### config.mk
export PLATFORM = sky130hd
export DESIGN_NAME = serial_rx_status
export DESIGN_NICKNAME = d
export VERILOG_FILES = /design/src/rtl/serial_rx_status.sv
export SDC_FILE = /design/constraint.sdc
export NUM_CORES = 1
export LEC_CHECK = 0
export BUFFER_PORTS_ARGS = -buffer_cell sky130_fd_sc_hd__buf_2
export CAP_MARGIN = 20
export CORE_MARGIN = 1
export CORE_UTILIZATION = 40
export CTS_CLUSTER_SIZE = 14
export DETAILED_ROUTE_END_ITERATION = 16
export GPL_TIMING_DRIVEN = 0
export HOLD_SLACK_MARGIN = 0.02
export SLEW_MARGIN = 20
export SYNTH_ARGS = -nofsm -noshare
export SYNTH_HDL_FRONTEND = slang
export SYNTH_SLANG_ARGS = --single-unit
### constraint.sdc
create_clock -name clk -period 3.2 [get_ports clk]
set_input_delay 0.96 -clock clk [delete_from_list [all_inputs] [get_ports clk]]
set_output_delay 0.96 -clock clk [all_outputs]
set_load 0.01 [all_outputs]
### src/rtl/serial_rx_status.sv
`timescale 1ns/1ps
module serial_rx_status #(
  parameter int OSR = 16
) (
  input  logic       clk,
  input  logic       rst_n,
  input  logic       tick,
  input  logic       rx,
  input  logic [3:0] cfg,
  input  logic       dcd,
  input  logic       tx_ready,
  input  logic       cmd_busy,
  input  logic       tx_pending,
  input  logic       rd_stb,
  input  logic       err_clr,
  output logic [7:0] rx_data,
  output logic [7:0] status
);
  localparam int PW = $clog2(OSR);
  localparam logic [PW-1:0] PH_MID = PW'(OSR / 2 - 1);
  localparam logic [PW-1:0] PH_END = PW'(OSR - 1);

  typedef enum logic [2:0] {S_IDLE, S_START, S_DATA, S_PAR, S_STOP, S_WAIT} st_t;

  st_t st;
  logic [PW-1:0] ph;
  logic [2:0] cnt;
  logic [7:0] sh;
  logic [1:0] len_q;
  logic par_q, even_q, pbit;
  logic [1:0] sync;
  logic rx_s;
  logic avail, brk, perr, ovr;

  assign rx_s = sync[1];

  always_ff @(posedge clk or negedge rst_n)
    if (!rst_n) sync <= 2'b11;
    else        sync <= {sync[0], rx};

  logic [7:0] chr;
  logic fin, good, brk_ev, perr_ev, wr, ovr_ev;

  assign chr     = sh >> (2'd3 - len_q);
  assign fin     = tick && st == S_STOP && ph == PH_END;
  assign good    = fin && rx_s;
  assign brk_ev  = fin && !rx_s && chr == 8'd0 && !(par_q && pbit);
  assign perr_ev = good && par_q && (^chr ^ pbit ^ ~even_q);
  assign wr      = good && (!avail || rd_stb);
  assign ovr_ev  = good && avail && !rd_stb;

  always_ff @(posedge clk or negedge rst_n) begin
    if (!rst_n) begin
      st <= S_IDLE; ph <= '0; cnt <= '0; sh <= '0;
      len_q <= '0; par_q <= 1'b0; even_q <= 1'b0; pbit <= 1'b0;
    end else if (tick) begin
      case (st)
        S_IDLE:
          if (!rx_s) begin st <= S_START; ph <= '0; end
        S_START:
          if (ph == PH_MID) begin
            ph <= '0;
            if (!rx_s) begin
              st <= S_DATA; cnt <= '0; sh <= '0;
              len_q <= cfg[1:0]; par_q <= cfg[2]; even_q <= cfg[3]; pbit <= 1'b0;
            end else st <= S_IDLE;
          end else ph <= ph + 1'b1;
        S_DATA:
          if (ph == PH_END) begin
            ph <= '0;
            sh <= {rx_s, sh[7:1]};
            if (cnt == {1'b0, len_q} + 3'd4) st <= par_q ? S_PAR : S_STOP;
            else cnt <= cnt + 1'b1;
          end else ph <= ph + 1'b1;
        S_PAR:
          if (ph == PH_END) begin
            ph <= '0; pbit <= rx_s; st <= S_STOP;
          end else ph <= ph + 1'b1;
        S_STOP:
          if (ph == PH_END) begin
            ph <= '0;
            st <= rx_s ? S_IDLE : S_WAIT;
          end else ph <= ph + 1'b1;
        S_WAIT:
          if (rx_s) st <= S_IDLE;
        default: st <= S_IDLE;
      endcase
    end
  end

  always_ff @(posedge clk or negedge rst_n) begin
    if (!rst_n) begin
      avail <= 1'b0; rx_data <= '0;
      brk <= 1'b0; perr <= 1'b0; ovr <= 1'b0;
    end else begin
      if (wr) begin
        rx_data <= chr;
        avail   <= 1'b1;
      end else if (rd_stb) avail <= 1'b0;
      brk  <= brk_ev  | (brk  & ~err_clr);
      perr <= perr_ev | (perr & ~err_clr);
      ovr  <= ovr_ev  | (ovr  & ~err_clr);
    end
  end

  assign status = {ovr, perr, brk, dcd, tx_pending, cmd_busy, tx_ready, avail};

  AST_HOLD_DATA: assert property (@(posedge clk) disable iff (!rst_n)
    (avail && !rd_stb) |=> $stable(rx_data));
  AST_OVR_CAUSE: assert property (@(posedge clk) disable iff (!rst_n)
    $rose(ovr) |-> $past(avail));
  AST_AVAIL_DROP: assert property (@(posedge clk) disable iff (!rst_n)
    $fell(avail) |-> $past(rd_stb));
  AST_BRK_CAUSE: assert property (@(posedge clk) disable iff (!rst_n)
    $rose(brk) |-> $past(st) == S_STOP);
  AST_WAIT_LOW: assert property (@(posedge clk) disable iff (!rst_n)
    (st == S_WAIT && !rx_s) |=> st == S_WAIT);
  AST_STICKY_OVR: assert property (@(posedge clk) disable iff (!rst_n)
    (ovr && !err_clr) |=> ovr);
  AST_STICKY_PERR: assert property (@(posedge clk) disable iff (!rst_n)
    (perr && !err_clr) |=> perr);
  AST_STICKY_BRK: assert property (@(posedge clk) disable iff (!rst_n)
    (brk && !err_clr) |=> brk);
endmodule

==> impl_metrics.tcl, run 1 <==
set metrics [dict create \
    final.setup.tns_ps 0 \
    cts_resized 0 \
    cts_sinks 37 \
    ctsHoldBuffers 0 \
    synthFlopType "dfrtp_1" \
    slew_viol_final 0 \
    syn_inst 208 \
    die_h_um 75.6 \
    seq_area_frac_synth 0.429 \
    die_area_um2 5710 \
    antenna_found_initial 0 \
    final_hold_viol_count 0 \
    cts_made_buffers 5 \
    rsz0062_at_grt "no" \
    end_kind "flop" \
    power_mw 1.55 \
    finalWirelength_um 4390 \
    final_nets 260 \
    post-route-drc-count 0 \
    path_class "reg2reg" \
    clk_pin_slew_worst_paths_ps 80 \
    postRouteAntennaNets 0 \
    post_cts_buffers 0 \
    core_um2 5170 \
    max_slew_margin 0.466 \
    start_kind "flop" \
    grt_max_degree 38 \
    ys_ff_latch 37 \
    fillCellCount 506 \
    wl_per_cell_um 14.1 \
    avgSynthCellArea_um2 10.4 \
    cts_root_buf "clkbuf_8" \
    utilization 0.478 \
    drive_gt1_frac 0.274 \
    fmax_mhz 415 \
    n_antenna_cell 0 \
    synth_top_cell_area_share 0.405 \
    clkPwrFrac 0.223 \
    combPwrFrac 0.388 \
    die_w_um 75.6 \
    p_seq_frac 0.389 \
    first_pass_iters 4 \
    ys_async_sr_fraction 1.00 \
    io_buffers 25 \
    vias_per_cell 5.25 \
    critPathMaxFanout 10 \
    drt_iter0_markers 67 \
    grt_util_all_layers 0.171 \
    cts_tree "yes" \
    finalSetupViolCount 0 \
    crit_arrival_ps 2590 \
    final_cell_mix "dfrtp_1 (35), buf_2 (30), mux2i_1 (16), inv_1 (16), a22o_1 (12)" \
    intPower_mw 0.981 \
    start_util 0.418 \
    ios 30 \
    tightestPinTransition_ps 802 \
    synth_edf_count 0 \
    status "finished, final reports clean" \
    overflow 0 \
    gp_congestion 0.827 \
    crit_required_ps 3380 \
    grt_pass1_vias 1516 \
    clock_latency_ps 290 \
    ys_warn_count 0 \
    yosysUniqueCellTypes 50 \
    clock_path_buffers 2 \
    grt_pass1_wl_um 7290 \
    skew_ps 4.93 \
    syn_area_um2 2160 \
    synth_area_leaders "dfrtp_1 (40%), mux2i_1 (7.4%), mux2_2 (5.7%)" \
    num_vias 1632 \
    hpwl_um 3280 \
    final_common_cell "dfrtp_1" \
    swShare 0.368 \
    hold_path_class "reg2reg" \
    max-cap-violations 0 \
    finalCritPeriodShare 0.752 \
    num_rows 26 \
    yosys.area.top_type "dfrtp_1" \
    cts_htree_levels 2 \
    p_leak_nw 1.15 \
    p_sw_mw 0.572 \
    post-route-min-period_ps 2410 \
    syn_to_final_growth_pct 14.3 \
    peakVddDrop_mv 0.328 \
    syn_nets 228 \
    power_density_nw_per_um2 628 \
]
[kinds of logic after synthesis]
family                   Yosys count  share of synthesized area
multiplexers                      27                      0.131
flip-flops                        37                      0.429
buffers and inverters             36                     0.0844
AO/OA/AOI/OAI                     45                      0.161
XOR/XNOR                           7                     0.0283
adder cells (fa/ha/maj)            6                     0.0347
AND/OR/NAND/NOR                   50                      0.132
[layout make-up]
class                           count  area (µm²)  share of cell area
Inverter                           16        60.1              0.0243
Multi-Input combinational cell    135        1050               0.426
Tap cell                           70        87.6              0.0354
Buffer                             20         123              0.0496
Clock buffer                        6        82.6              0.0334
Clock inverter                      2        13.8             0.00556
Sequential cell                    37         928               0.375
Timing Repair Buffer               25         125              0.0506
[cell usage after synthesis, types with 2 or more instances]
| cell type | count |
|---|---|
| dfrtp_1 | 35 |
| inv_1 | 16 |
| mux2i_1 | 16 |
| a22o_1 | 12 |
| mux2_2 | 11 |
| nand2_1 | 10 |
| buf_4 | 9 |
| nor2_1 | 7 |
| a21oi_1 | 6 |
| ha_1 | 6 |
| nand3_1 | 6 |
| o21ai_0 | 6 |
| buf_2 | 5 |
| clkbuf_1 | 5 |
| nand2b_1 | 4 |
| xnor2_1 | 4 |
| and3_1 | 3 |
| nand4_1 | 3 |
| nor2b_1 | 3 |
| o22ai_1 | 3 |
| xor2_1 | 3 |
| a2111oi_0 | 2 |
| a41o_1 | 2 |
| dfstp_2 | 2 |
| nor3_1 | 2 |
| nor3b_1 | 2 |
| o2111ai_1 | 2 |
[layer usage]
metal	share of wire	routed length (µm)	track usage	up-vias
met4	0.013	58	0.0494	0
met2	0.44	1930	0.259	38
li1	-	-	-	808
met1	0.51	2240	0.253	779
met5	0	0	0	-
met3	0.036	157	0.0278	7
[power by group through the flow]
stage | logic, mW | clock network [mW] | registers (mW)
2_1_floorplan | 0.477 | 0 | 0.592
5_1_grt | 0.680 | 0.369 | 0.613
6_report | 0.603 | 0.346 | 0.604
4_1_cts | 0.609 | 0.356 | 0.603
3_5_place_dp | 0.607 | 0 | 0.610
3_3_place_gp | 0.601 | 0 | 0.611
[stage by stage]
stage,area [µm²],cells,hold WS (ps),setup slack [ps]
detailed placement,2380,303,348,701
global route,2470,311,361,608
floorplan,2160,208,345,1130
CTS,2470,311,359,770
global placement,2380,303,345,729
finish,2470,311,357,792
[worst max-delay path: stages (launching register included)]
cell	delay, ps
dfrtp_1	360
buf_2	250
mux2_2	370
o21ai_0	290
ha_1	320
xor2_1	160
xnor2_1	180
xnor2_1	120
o32ai_1	240
[sequential cells by signal, indices dropped and copies added, names as in the netlist]
register  flops
ovr           1
pbit          1
avail         1
par_q         1
sh            8
brk           1
perr          1
sync          2
rx_data       8
cnt           3
ph            4
len_q         2
even_q        1
st            3
[worst paths after layout]
path                       slack [ps]      from  cells after the start       to
max in group asynchronous        1940     rst_n                      1    sh[7]
max                               790  len_q[0]                      8     perr
max reg2reg                       790  len_q[0]                      8     perr
min in group asynchronous         750     rst_n                      1    sh[3]
min reg2reg                       360   sync[0]                      0  sync[1]
min                               360   sync[0]                      0  sync[1]
Power figures use the tool's default switching activity.
==> inputs of run 2 (changes only) <==
==> constraint.sdc (replaced) <==
create_clock -name clk -period 2.2 [get_ports clk]
set_input_delay 0.66 -clock clk [delete_from_list [all_inputs] [get_ports clk]]
set_output_delay 0.66 -clock clk [all_outputs]
set_load 0.01 [all_outputs]
==> impl_metrics.tcl, run 2 (synthesis results as in run 1) <==
set metrics [dict create \
    grt_util_all_layers 0.171 \
    post-route-drc-count 0 \
    finalSetupViolCount 0 \
    fmax_mhz 467 \
    max-cap-violations 0 \
    clkPwrFrac 0.212 \
    ios 30 \
    multi_input_area_um2 1120 \
    clock_path_buffers 2 \
    antenna_found_initial 0 \
    intPower_mw 1.49 \
    final_common_cell "dfrtp_1" \
    status "finished, final reports clean" \
    grt_pass1_vias 1508 \
    cp_slowest_stage_delay_ps 420 \
    reg_top3 "rx_data (8), sh (8), ph (4)" \
    postRouteAntennaNets 0 \
    rsz0062_at_grt "yes" \
    placed_area_um2 2380 \
    fillCellCount 496 \
    start_util 0.418 \
    cts_htree_levels 2 \
    skew_ps 5.48 \
    cp_slowest_cell "dfrtp_1" \
    start_kind "flop" \
    num_vias 1658 \
    grt-busiest-layer "met2" \
    p_seq_frac 0.374 \
    crit_required_ps 2380 \
    tightestPinTransition_ps 816 \
    gp_congestion 0.827 \
    use_met3 0.0278 \
    num_rows 26 \
    drt_iter0_markers 67 \
    post-route-min-period_ps 2140 \
    final_nets 264 \
    cts_sinks 37 \
    peakVddDrop_mv 0.530 \
    hpwl_um 3280 \
    overflow 0 \
    die_h_um 75.6 \
    core_um2 5170 \
    power_density_nw_per_um2 917 \
    die_w_um 75.6 \
    drive_gt1_frac 0.318 \
    combPwrFrac 0.414 \
    crit_buf_inv 1 \
    end_kind "flop" \
    swShare 0.370 \
    clk_pin_slew_worst_paths_ps 80 \
    finalWirelength_um 4610 \
    first_pass_iters 4 \
    n_antenna_cell 0 \
    grt_max_degree 38 \
    cts_root_buf "clkbuf_8" \
    crit_arrival_ps 2320 \
    setup_ws_ps 60.9 \
    slew_viol_final 0 \
    cts_tree "yes" \
    dp_cells 303 \
    final_hold_viol_count 0 \
    grt_pass1_wl_um 7280 \
    hold_path_class "reg2reg" \
    stdcell_area_um2 2580 \
    power_mw 2.37 \
    clock_latency_ps 290 \
    cts_made_buffers 5 \
    vias_per_cell 5.26 \
    wl_per_cell_um 14.6 \
    io_buffers 25 \
    p_sw_mw 0.877 \
    ctsHoldBuffers 0 \
    die_area_um2 5710 \
    hold_ws_ps 357 \
    met2_usage 0.257 \
    cp_cell_sequence "buf_6 > mux2_4 > o21ai_4 > ha_4 > xor2_2 > xnor2_1 > xnor2_1 > o32ai_1" \
    path_class "reg2reg" \
    final.setup.tns_ps 0 \
    final_cell_mix "dfrtp_1 (35), buf_2 (29), mux2i_1 (16), inv_1 (16), buf_4 (14)" \
    crit_family "compound AO/OA/AOI/OAI gates" \
    pre_cts_ws_ps -199 \
    syn_to_final_growth_pct 19.2 \
    utilization 0.499 \
    met1_usage 0.254 \
    fin_cells 315 \
    critPathMaxFanout 5 \
    finalCritPeriodShare 0.972 \
    max_slew_margin 0.456 \
    cpMostUsedCell "xnor2_1" \
    final-seq-area_um2 928 \
    p_leak_nw 1.20 \
]
run 2: changes by cell type in the layout (fill, tap and decap cells not counted), sizes merged:
cell,before,now
buf,40,45
clkbuf,11,10
run 2: layer usage:
layer,vias to the layer above,part of all wire
li1,815,-
met1,805,0.51
met2,31,0.45
met3,7,0.031
met4,0,0.011
met5,-,0
run 2: path summary, 6_finish.rpt:
check	slack (ps)	endpoint	start	cells past startpoint
setup / recovery	60	perr	len_q[0]	8
hold / removal	360	sync[1]	sync[0]	0
setup reg to reg	60	perr	len_q[0]	8
hold reg to reg	360	sync[1]	sync[0]	0
max in group asynchronous	1230	sh[7]	rst_n	1
min in group asynchronous	460	rx_data[1]	rst_n	1
run 2: cell type report:
type / instances / area share
well taps: 70 / 0.0339
multi-input cells: 135 / 0.434
clock inverters: 2 / 0.00533
inverters: 16 / 0.0233
clock buffers: 6 / 0.0320
repair buffers: 29 / 0.0601
flip-flops and latches: 37 / 0.360
plain buffers: 20 / 0.0514
run 2: repair_timing:
item | 4_1_cts | 5_1_grt
hold endpoints to repair | 0 | 0
gates cloned | 0 | 1
pin swaps | 0 | 6
resized for setup | 6 | 15
buffers inserted | 0 | 3
endpoints found under the setup margin | 2 | 2
run 2: power groups by stage:
| stage | Sequential, mW | Clock (mW) | Combinational (mW) |
|---|---|---|---|
| floorplan | 0.861 | 0 | 0.694 |
| global placement | 0.889 | 0 | 0.875 |
| detailed placement | 0.887 | 0 | 0.883 |
| CTS | 0.879 | 0.518 | 0.900 |
| global route | 0.898 | 0.537 | 1.09 |
| finish | 0.885 | 0.502 | 0.980 |
==> inputs of run 3 (changes only) <==
--- a/config.mk
+++ b/config.mk
@@ -13,6 +13,8 @@
 export DETAILED_ROUTE_END_ITERATION = 16
 export GPL_TIMING_DRIVEN = 0
 export HOLD_SLACK_MARGIN = 0.02
+export MAX_ROUTING_LAYER = met4
+export SKIP_CTS_REPAIR_TIMING = 1
 export SLEW_MARGIN = 20
 export SYNTH_ARGS = -nofsm -noshare
 export SYNTH_HDL_FRONTEND = slang
==> constraint.sdc (replaced) <==
create_clock -name clk -period 2.6 [get_ports clk]
set_input_delay 0.78 -clock clk [delete_from_list [all_inputs] [get_ports clk]]
set_output_delay 0.78 -clock clk [all_outputs]
set_load 0.01 [all_outputs]
==> impl_metrics.tcl, run 3 (synthesis results as in run 1) <==
set metrics [dict create \
    status "finished, final reports clean" \
    die_area_um2 5710 \
    dp_cells 303 \
    antenna_found_initial 0 \
    vias_per_cell 5.23 \
    syn_to_final_growth_pct 14.3 \
    stdcell_area_um2 2470 \
    num_rows 26 \
    worstHoldStart "sync[0]" \
    rsz0062_at_grt "no" \
    gp_congestion 0.839 \
    finalSetupViolCount 0 \
    grt_pass1_wl_um 7290 \
    critPathMaxFanout 10 \
    cts_sinks 37 \
    post-route-drc-count 0 \
    path_class "reg2reg" \
    max_slew_margin 0.461 \
    hold_path_class "reg2reg" \
    r2r-start "len_q[0]" \
    cts_htree_levels 2 \
    grt_util_all_layers 0.177 \
    ios 30 \
    cts_tree "yes" \
    reg2reg_depth 8 \
    crit_arrival_ps 2600 \
    hold_path_end "sync[1]" \
    core_um2 5170 \
    die_w_um 75.6 \
    crit_required_ps 2780 \
    final_nets 260 \
    tightestPinTransition_ps 809 \
    final_common_cell "dfrtp_1" \
    cts_root_buf "clkbuf_8" \
    finalWirelength_um 4400 \
    power_density_nw_per_um2 771 \
    n_antenna_cell 0 \
    max-cap-violations 0 \
    first_pass_iters 4 \
    r2r-end "perr" \
    wl_per_cell_um 14.2 \
    wl_met2_um 1950 \
    overflow 0 \
    ff2ff_setup_slack_ps 180 \
    fmax_mhz 414 \
    postRouteAntennaNets 0 \
    met3_length_um 156 \
    clock_path_buffers 2 \
    finalCritPeriodShare 0.929 \
    num_vias 1625 \
    drive_gt1_frac 0.274 \
    placed_area_um2 2380 \
    fillCellCount 506 \
    reg_top3 "rx_data (8), sh (8), ph (4)" \
    io_buffers 25 \
    clock_latency_ps 290 \
    peakVddDrop_mv 0.403 \
    min_path_cells 0 \
    start_kind "flop" \
    final_hold_viol_count 0 \
    end_kind "flop" \
    hpwl_um 3280 \
    drt_iter0_markers 83 \
    skew_ps 5.88 \
    clk_pin_slew_worst_paths_ps 80 \
    grt_pass1_vias 1513 \
    p_leak_nw 1.15 \
    grt_max_degree 38 \
    post-route-min-period_ps 2420 \
    wl_met1_um 2240 \
    slew_viol_final 0 \
    start_util 0.418 \
    fin_cells 311 \
    top_layer_used "met4" \
    final_cell_mix "dfrtp_1 (35), buf_2 (30), mux2i_1 (16), inv_1 (16), a22o_1 (12)" \
    final.setup.tns_ps 0 \
    die_h_um 75.6 \
    cts_made_buffers 5 \
]
-- run 3: cell count changes in the layout (fill, tap and decap cells not counted), sizes merged --
cell / delta
buf: -5
clkbuf: +1
-- run 3: layer usage --
| metal | vias up | GRT usage |
|---|---|---|
| met2 | 38 | 0.259 |
| met3 | 7 | 0.0278 |
| met5 | - | - |
| li1 | 807 | - |
| met4 | 0 | 0.0494 |
| met1 | 773 | 0.254 |
-- run 3: worst max-delay path by stage --
| stage | start | end |
|---|---|---|
| 2_1_floorplan | len_q[0] | perr |
| 3_3_place_gp | len_q[0] | brk |
| 3_5_place_dp | len_q[0] | perr |
| 4_1_cts | len_q[0] | perr |
| 5_1_grt | len_q[0] | perr |
| 6_report | len_q[0] | perr |
-- run 3: layout make-up --
class / count / area [µm²] / area share
clock inverter: 2 / 13.8 / 0.00556
tap: 70 / 87.6 / 0.0354
sequential: 37 / 928 / 0.375
clock buffer: 6 / 82.6 / 0.0334
buffer: 20 / 123 / 0.0496
multi-input combinational: 135 / 1050 / 0.426
timing repair buffer: 25 / 125 / 0.0506
inverter: 16 / 60.1 / 0.0243
-- run 3: power by group --
| group | switching [mW] | total [mW] | internal (mW) |
|---|---|---|---|
| logic | 0.402 | 0.741 | 0.339 |
| registers | 0.0895 | 0.743 | 0.654 |
| clock network | 0.209 | 0.424 | 0.215 |
-- run 3: stage by stage --
stage / hold WS (ps) / total power [mW] / util / worst slack [ps]
5_1_grt: 361 / 2.05 / 0.478 / 9.86
3_3_place_gp: 345 / 1.49 / 0.460 / 243
3_5_place_dp: 348 / 1.50 / 0.460 / 201
2_1_floorplan: 345 / 1.32 / - / 526
6_report: 357 / 1.91 / 0.478 / 184
4_1_cts: 359 / 1.93 / 0.478 / 170
-- run 3: worst max-delay path, cell delays in order (launching register included) --
cell     delay, ps
dfrtp_1        360
buf_2          260
mux2_2         370
o21ai_0        300
ha_1           320
xor2_1         160
xnor2_1        180
xnor2_1        120
o32ai_1        240
